$ cat src/rtl/regalu_pkg.sv
package regalu_pkg;
  localparam int DW = 8;
  localparam int AW = 2;
  localparam int IW = 2;

  function automatic logic [DW-1:0] sext_imm(input logic [IW-1:0] f);
    return {{(DW-IW){f[IW-1]}}, f};
  endfunction

  function automatic logic [DW-1:0] addsub(input logic [DW-1:0] a,
                                           input logic [DW-1:0] b,
                                           input logic sub);
    return sub ? (a - b) : (a + b);
  endfunction
endpackage

$ cat src/rtl/regalu_rf.sv
module regalu_rf #(
  parameter int W = 8,
  parameter int A = 2
) (
  input  logic         clk,
  input  logic         rst_n,
  input  logic         we,
  input  logic [A-1:0] waddr,
  input  logic [W-1:0] wdata,
  input  logic [A-1:0] ra_up,
  input  logic [A-1:0] ra_lo,
  output logic [W-1:0] rd_up,
  output logic [W-1:0] rd_lo
);
  localparam int N = 1 << A;
  logic [N-1:0][W-1:0] q;

  for (genvar i = 0; i < N; i++) begin : g_reg
    always_ff @(posedge clk or negedge rst_n) begin
      if (!rst_n)                          q[i] <= '0;
      else if (we && waddr == A'(i))       q[i] <= wdata;
    end
  end

  assign rd_up = q[ra_up];
  assign rd_lo = q[ra_lo];

  a_r2_write_lands: assert property (@(posedge clk) disable iff (!rst_n)
    we |=> q[$past(waddr)] == $past(wdata));
  a_r3_hold_when_idle: assert property (@(posedge clk) disable iff (!rst_n)
    !we |=> $stable(q));
endmodule

$ cat src/rtl/regalu_opsel.sv
module regalu_opsel
  import regalu_pkg::*;
(
  input  logic [7:0]    instr,
  input  logic          mem_op,
  input  logic          use_imm,
  input  logic [DW-1:0] rd_lo,
  output logic [AW-1:0] up_idx,
  output logic [AW-1:0] lo_idx,
  output logic [AW-1:0] wr_idx,
  output logic [DW-1:0] imm_ext,
  output logic [DW-1:0] opb
);
  logic [IW-1:0] imm_fld;

  assign up_idx  = mem_op ? instr[1:0] : instr[5:4];
  assign lo_idx  = instr[3:2];
  assign wr_idx  = mem_op ? instr[3:2] : instr[5:4];
  assign imm_fld = mem_op ? instr[5:4] : instr[3:2];
  assign imm_ext = sext_imm(imm_fld);
  assign opb     = use_imm ? imm_ext : rd_lo;

  always_comb begin
    a_r6_ext_uniform: assert (imm_ext[DW-1:IW-1] == '0 || imm_ext[DW-1:IW-1] == '1);
  end
endmodule

$ cat src/rtl/regalu_alu.sv
module regalu_alu
  import regalu_pkg::*;
(
  input  logic [DW-1:0] a,
  input  logic [DW-1:0] b,
  input  logic          sub,
  output logic [DW-1:0] y,
  output logic          z,
  output logic          n
);
  assign y = addsub(a, b, sub);
  assign z = (y == '0);
  assign n = y[DW-1];

  always_comb begin
    a_r10_flags_exclusive: assert (!(z && n));
  end
endmodule

$ cat src/rtl/regalu_dp.sv
module regalu_dp
  import regalu_pkg::*;
(
  input  logic       clk,
  input  logic       rst_n,
  input  logic [7:0] instr,
  input  logic       mem_op,
  input  logic       use_imm,
  input  logic       alu_sub,
  input  logic       reg_write,
  input  logic       load_sel,
  input  logic [7:0] load_data,
  output logic [7:0] alu_y,
  output logic [7:0] store_data,
  output logic       flag_z,
  output logic       flag_n
);
  logic [AW-1:0] up_idx, lo_idx, wr_idx;
  logic [DW-1:0] rd_up, rd_lo, imm_ext, opb, wdata;

  regalu_opsel u_sel (
    .instr(instr), .mem_op(mem_op), .use_imm(use_imm), .rd_lo(rd_lo),
    .up_idx(up_idx), .lo_idx(lo_idx), .wr_idx(wr_idx),
    .imm_ext(imm_ext), .opb(opb)
  );

  regalu_rf #(.W(DW), .A(AW)) u_rf (
    .clk(clk), .rst_n(rst_n), .we(reg_write), .waddr(wr_idx), .wdata(wdata),
    .ra_up(up_idx), .ra_lo(lo_idx), .rd_up(rd_up), .rd_lo(rd_lo)
  );

  regalu_alu u_alu (
    .a(rd_up), .b(opb), .sub(alu_sub), .y(alu_y), .z(flag_z), .n(flag_n)
  );

  assign wdata      = load_sel ? load_data : alu_y;
  assign store_data = rd_lo;

  a_r9_load_path: assert property (@(posedge clk) disable iff (!rst_n)
    (reg_write && load_sel && mem_op) |=> store_data == $past(load_data) || $past(instr[3:2]) != instr[3:2]);
  a_r7_reg_operand: assert property (@(posedge clk) disable iff (!rst_n)
    !use_imm |-> opb == store_data);
endmodule

$ cat config.mk
export PLATFORM = sky130hd
export DESIGN_NAME = regalu_dp
export DESIGN_NICKNAME = d
export VERILOG_FILES = /design/src/rtl/regalu_pkg.sv /design/src/rtl/regalu_rf.sv /design/src/rtl/regalu_opsel.sv /design/src/rtl/regalu_alu.sv /design/src/rtl/regalu_dp.sv
export SDC_FILE = /design/constraint.sdc
export NUM_CORES = 1
export LEC_CHECK = 0
export ABC_AREA = 0
export ABC_CLOCK_PERIOD_IN_PS = 9400
export BUFFER_PORTS_ARGS = -buffer_cell sky130_fd_sc_hd__buf_2
export CAP_MARGIN = 20
export CORE_MARGIN = 2
export CORE_UTILIZATION = 50
export DETAILED_ROUTE_END_ITERATION = 10
export GPL_TIMING_DRIVEN = 0
export PLACE_DENSITY = 0.72
export SYNTH_ARGS = -nofsm -noshare
export SYNTH_HDL_FRONTEND = slang
export SYNTH_SLANG_ARGS = --single-unit
$ cat constraint.sdc
create_clock -name clk -period 9.4 [get_ports clk]
set_clock_uncertainty 0.15 [all_clocks]
set_input_delay 0.47 -clock clk [delete_from_list [all_inputs] [get_ports clk]]
set_output_delay 0.47 -clock clk [all_outputs]
set_load 0.01 [all_outputs]
==> results.md <==
Placement:
- The estimated wirelength of the detail-placed design is ~4700 microns.
- The cell total after placement is 350.
- The placer congestion estimate is ~0.88.
- The count of input and output buffers is 37.

Finish:
- At the end of the flow, the number of nets in the layout was roughly 340.
- The layout cell share with drive strength beyond 1 is 0.231.
- The register with the most flip-flops in the layout has 32 of them.
- The top cell types in the final layout, fill and taps aside, are 47 x sky130_fd_sc_hd__nand2_1, 39 x sky130_fd_sc_hd__buf_2, 32 x sky130_fd_sc_hd__dfrtp_1.
- The register with the highest flop count is u_rf.q.
- After the flow finishes, the layout carries non-filler instances totaling between 300 and 400.
- The area growth from synthesis to layout is 13.6%.
- The number of inserted diodes is 0.
- The largest registers in the layout are u_rf.q (32).
- Measured on the finished design, the core utilization comes to 0.587.
- The most common cell after layout, fill and taps aside is sky130_fd_sc_hd__nand2_1.

Logic synthesis:
- The synthesized design contains 32 register bits.
- The average size of a mapped cell is about 9.4 sq um.
- Synthesis produced a netlist with a net count of 291.
- The area share of and/or/nand/nor cells after synthesis is 0.162.
- The synthesis warning total is 0.
- In the synthesized netlist the async set-or-reset flop fraction comes to 1.00.
- The mapped netlist covers 2420 sq um.
- The most common flop cell mapped by yosys is sky130_fd_sc_hd__dfrtp_1.
- The post-synthesis share of cell area spent on xor and xnor gates is 0.0289.
- In this run, synthesis inferred 0 flip-flops with an integrated enable.
- After synthesis, the largest family of logic cells by area is compound AO/OA/AOI/OAI gates.
- The complex-gate fraction of the synthesized area came to 0.199.
- Of the total synthesized cell area, the portion taken by full adders, half adders and majority gates is 0.0496.
- The multiplexer fraction of the synthesized cell area is 0.185.
- Yosys mapped the design onto between 40 and 50 distinct sky130hd cell types.
- The post-synthesis sequential area ratio is 0.330.
- In the synthesized netlist, the number of instances is ~260.

Worst setup path:
- For the worst setup path, the data required time is just under 9 ns.
- The category of the worst setup path launch point is an input pin.
- The worst endpoint data arrival time is approximately 4.3 ns.
- The startpoint of the worst register-to-register path is u_rf.q[25]$_DFFE_PN0P_.
- The most numerous cell on the critical path is sky130_fd_sc_hd__buf_2.
- The worst setup path category is in -> out.
- The end of the worst register-to-register path is u_rf.q[23]$_DFFE_PN0P_.
- In this design, the stage delay of the slowest critical-path cell is around 0.35 ns.
- The maximum fanout encountered on the critical timing path is 10.
- The worst register-to-register path has a setup slack of 5.53 ns.
- For the worst flop-to-flop path, the logic depth is 15.
- The kind of cell with the highest combined delay along the critical path is simple AND/OR/NAND/NOR gates.
- Among all stages on the critical path, the largest delay is contributed by sky130_fd_sc_hd__mux2_2.
- The number of buffers and inverters on the critical path is 4.
- The nature of the critical path endpoint is a primary output.
- Walking the worst path, the cells encountered are buf_2 > buf_2 > mux2_2 > nand2_1 > clkbuf_1 > a21boi_0 > ha_1 > nor2_1 > xnor2_1 > ha_1 > nor2b_1 > o21ai_0 > a21boi_1 > o21a_1 > or3_1 > and2_1 > nor4_2 > buf_2.

Floorplanning:
- From left edge to right edge, the die measures 73.6 microns.
- Pin placement for this block handled 41 I/O pins.
- The area of the placeable core is between 4000 and 5000 sq um.
- The floorplan step defined a die boundary enclosing between 5000 and 6000 sq um.
- The floorplan step set the die height to between 70 and 80 microns.
- For this configuration, the core starts out at a cell density of 0.517.
- The total number of placement rows is 25.

STA:
- Static timing analysis puts the maximum clock frequency at slightly above 200 MHz.
- Setup violations remaining at the end of the flow were counted as 0.
- The number of failing hold endpoints at the final stage is 0.
- The worst pin sits at a relative slew slack of 0.304.
- At the pin with the least slew margin, the transition time is 1.01 ns.
- For the final routed database, the setup TNS stands at 0 ns.
- The final-report max-slew violation count came to 0.
- The time the final worst path needs with I/O delays and setup is a little under 5 ns.
- Setup repair after global routing left no endpoint under its margin.
- The share of the cycle needed by the critical path after routing is 0.526.

Clock tree:
- Counting every sink on the clock net gives 32.
- The H-tree generated during clock tree synthesis spans 2 levels.
- The number of buffers created by CTS is 5.
- After clock tree synthesis, the clock-pin slew on the worst setup and hold paths is roughly 0.06 ns.
- The clock network latency to the later pin of the worst-skew pair is 0.28 ns.
- TritonCTS built the clock tree.
- The number of buffers on the longest clock path is 2.
- The tree is rooted in a sky130_fd_sc_hd__clkbuf_8.
- After clock tree synthesis, the flow added hold-fix buffers numbering 0.
- The post-CTS repair timing setup buffer count is 0.
- Post-CTS repair changed the size of 0 cells.

Worst hold path:
- The worst hold path belongs to the class in -> async.

Routing:
- The DRC marker count from the first detailed-route iteration is 154.
- The final routed wirelength across all metal layers is between 5000 and 6000 microns.
- Across all layers, the routed design uses approximately 2100 vias.
- The count of antenna-violating nets left after detailed routing is 0.
- The average detailed-routed wire length per instance is 16.7 microns.
- The average via count per standard cell is 5.95.
- The number of iterations in the first detailed-routing pass is 6.
- The remaining routing DRC violations is 0.

GRT:
- The initial antenna violation count came to 0.
- The via count of the first global-routing pass is 1963.
- The first-pass GRT wire length is approximately 9600 microns.
- The pin count of the biggest net entering global routing is 33.
- The total routing resource utilization after global routing is 0.237.
- The total congestion overflow is 0.

Pwr:
- In this run the static leakage power is roughly 1.2 nW.
- VDD sags by at most approximately 140 uV.
- The cell area power density is between 300 and 400 nW/um^2.

Status:
- The run finished with clean final reports.

Run:
- The number of max-capacitance violations reported is 0.
-- cell families after synthesis --
group,count (synthesis)
buf+inv,25
flops,32
xor+xnor,8
compound gates,74
mux,26
fa+ha+maj,9
simple gates,85
-- metal layers --
layer / wire length, microns / track usage / part of all wire / vias to the layer above
met4: 48 / 0.0707 / 0.0081 / 0
met2: 3000 / 0.385 / 0.50 / 58
met5: 0 / 0 / 0 / -
met3: 261 / 0.0370 / 0.044 / 5
li1: - / - / - / 1037
met1: 2650 / 0.330 / 0.44 / 1025
-- stage by stage --
| step | hold slack, ns | cell area (sq um) | total power [mW] | worst slack (ns) |
|---|---|---|---|---|
| CTS | 0.111 | 2750 | 0.946 | 4.45 |
| global route | 0.147 | 2750 | 1.03 | 4.14 |
| global placement | 0.330 | 2680 | 0.832 | 4.51 |
| finish | 0.0849 | 2750 | 0.947 | 4.46 |
| detailed placement | 0.340 | 2680 | 0.848 | 4.49 |
| floorplan | 0.0244 | 2420 | 0.666 | 5.06 |
-- cells in the mapped netlist (all sizes together) (2+ instances only) --
library cell / instances / area, sq um
a21boi: 2 / 15.0
nor3: 4 / 20.0
nand4: 2 / 12.5
nor2: 16 / 60.1
and2: 2 / 12.5
buf: 4 / 28.8
a21oi: 17 / 85.1
mux2i: 11 / 123
mux4: 14 / 315
o32ai: 2 / 17.5
a22oi: 2 / 15.0
xnor2: 6 / 52.6
inv: 13 / 48.8
a41oi: 2 / 25.0
xor2: 2 / 17.5
dfrtp: 32 / 801
clkbuf: 8 / 30.0
nor3b: 2 / 15.0
ha: 8 / 100
a31oi: 4 / 31.3
nor4b: 4 / 41.3
o21ai: 36 / 180
nor2b: 4 / 25.0
o41ai: 2 / 55.1
nand2: 47 / 176
-- power by group --
group	internal, mW	switching (mW)
registers	0.198	0.0428
logic	0.264	0.345
clock network	0.0502	0.0472
total	0.512	0.435
-- worst register-to-register path, stage by stage, from the launching register on --
cell                       delay, ns
sky130_fd_sc_hd__dfrtp_1        0.39
sky130_fd_sc_hd__mux4_2         0.53
sky130_fd_sc_hd__a21boi_0       0.28
sky130_fd_sc_hd__ha_1           0.24
sky130_fd_sc_hd__nand2_1        0.09
sky130_fd_sc_hd__nor2_1         0.15
sky130_fd_sc_hd__a31oi_1        0.10
sky130_fd_sc_hd__o22ai_1        0.16
sky130_fd_sc_hd__a22oi_1        0.11
sky130_fd_sc_hd__ha_1           0.33
sky130_fd_sc_hd__nor2_1         0.05
sky130_fd_sc_hd__nor2_1         0.18
sky130_fd_sc_hd__o41ai_4        0.14
sky130_fd_sc_hd__nor4b_1        0.17
sky130_fd_sc_hd__nor4b_2        0.54
sky130_fd_sc_hd__a21oi_1        0.13
-- layout make-up --
cell class,count,area [sq um]
buffer,12,58.8
clock buffer,6,72.6
clock inverter,1,5.00
fill,442,1940
inverter,13,48.8
multi-input combinational,202,1520
sequential,32,801
tap,54,67.6
timing repair buffer,37,185
-- worst max path at each step --
| stage | depth (start not counted) | end | from | slack (ns) |
|---|---|---|---|---|
| CTS | 18 | flag_z | mem_op | 4.45 |
| floorplan | 16 | flag_z | mem_op | 5.06 |
| global placement | 18 | flag_z | mem_op | 4.51 |
| global route | 18 | flag_z | mem_op | 4.14 |
| detailed placement | 18 | flag_z | mem_op | 4.49 |
| finish | 18 | flag_z | mem_op | 4.46 |
(Power assumes the default switching activity.)
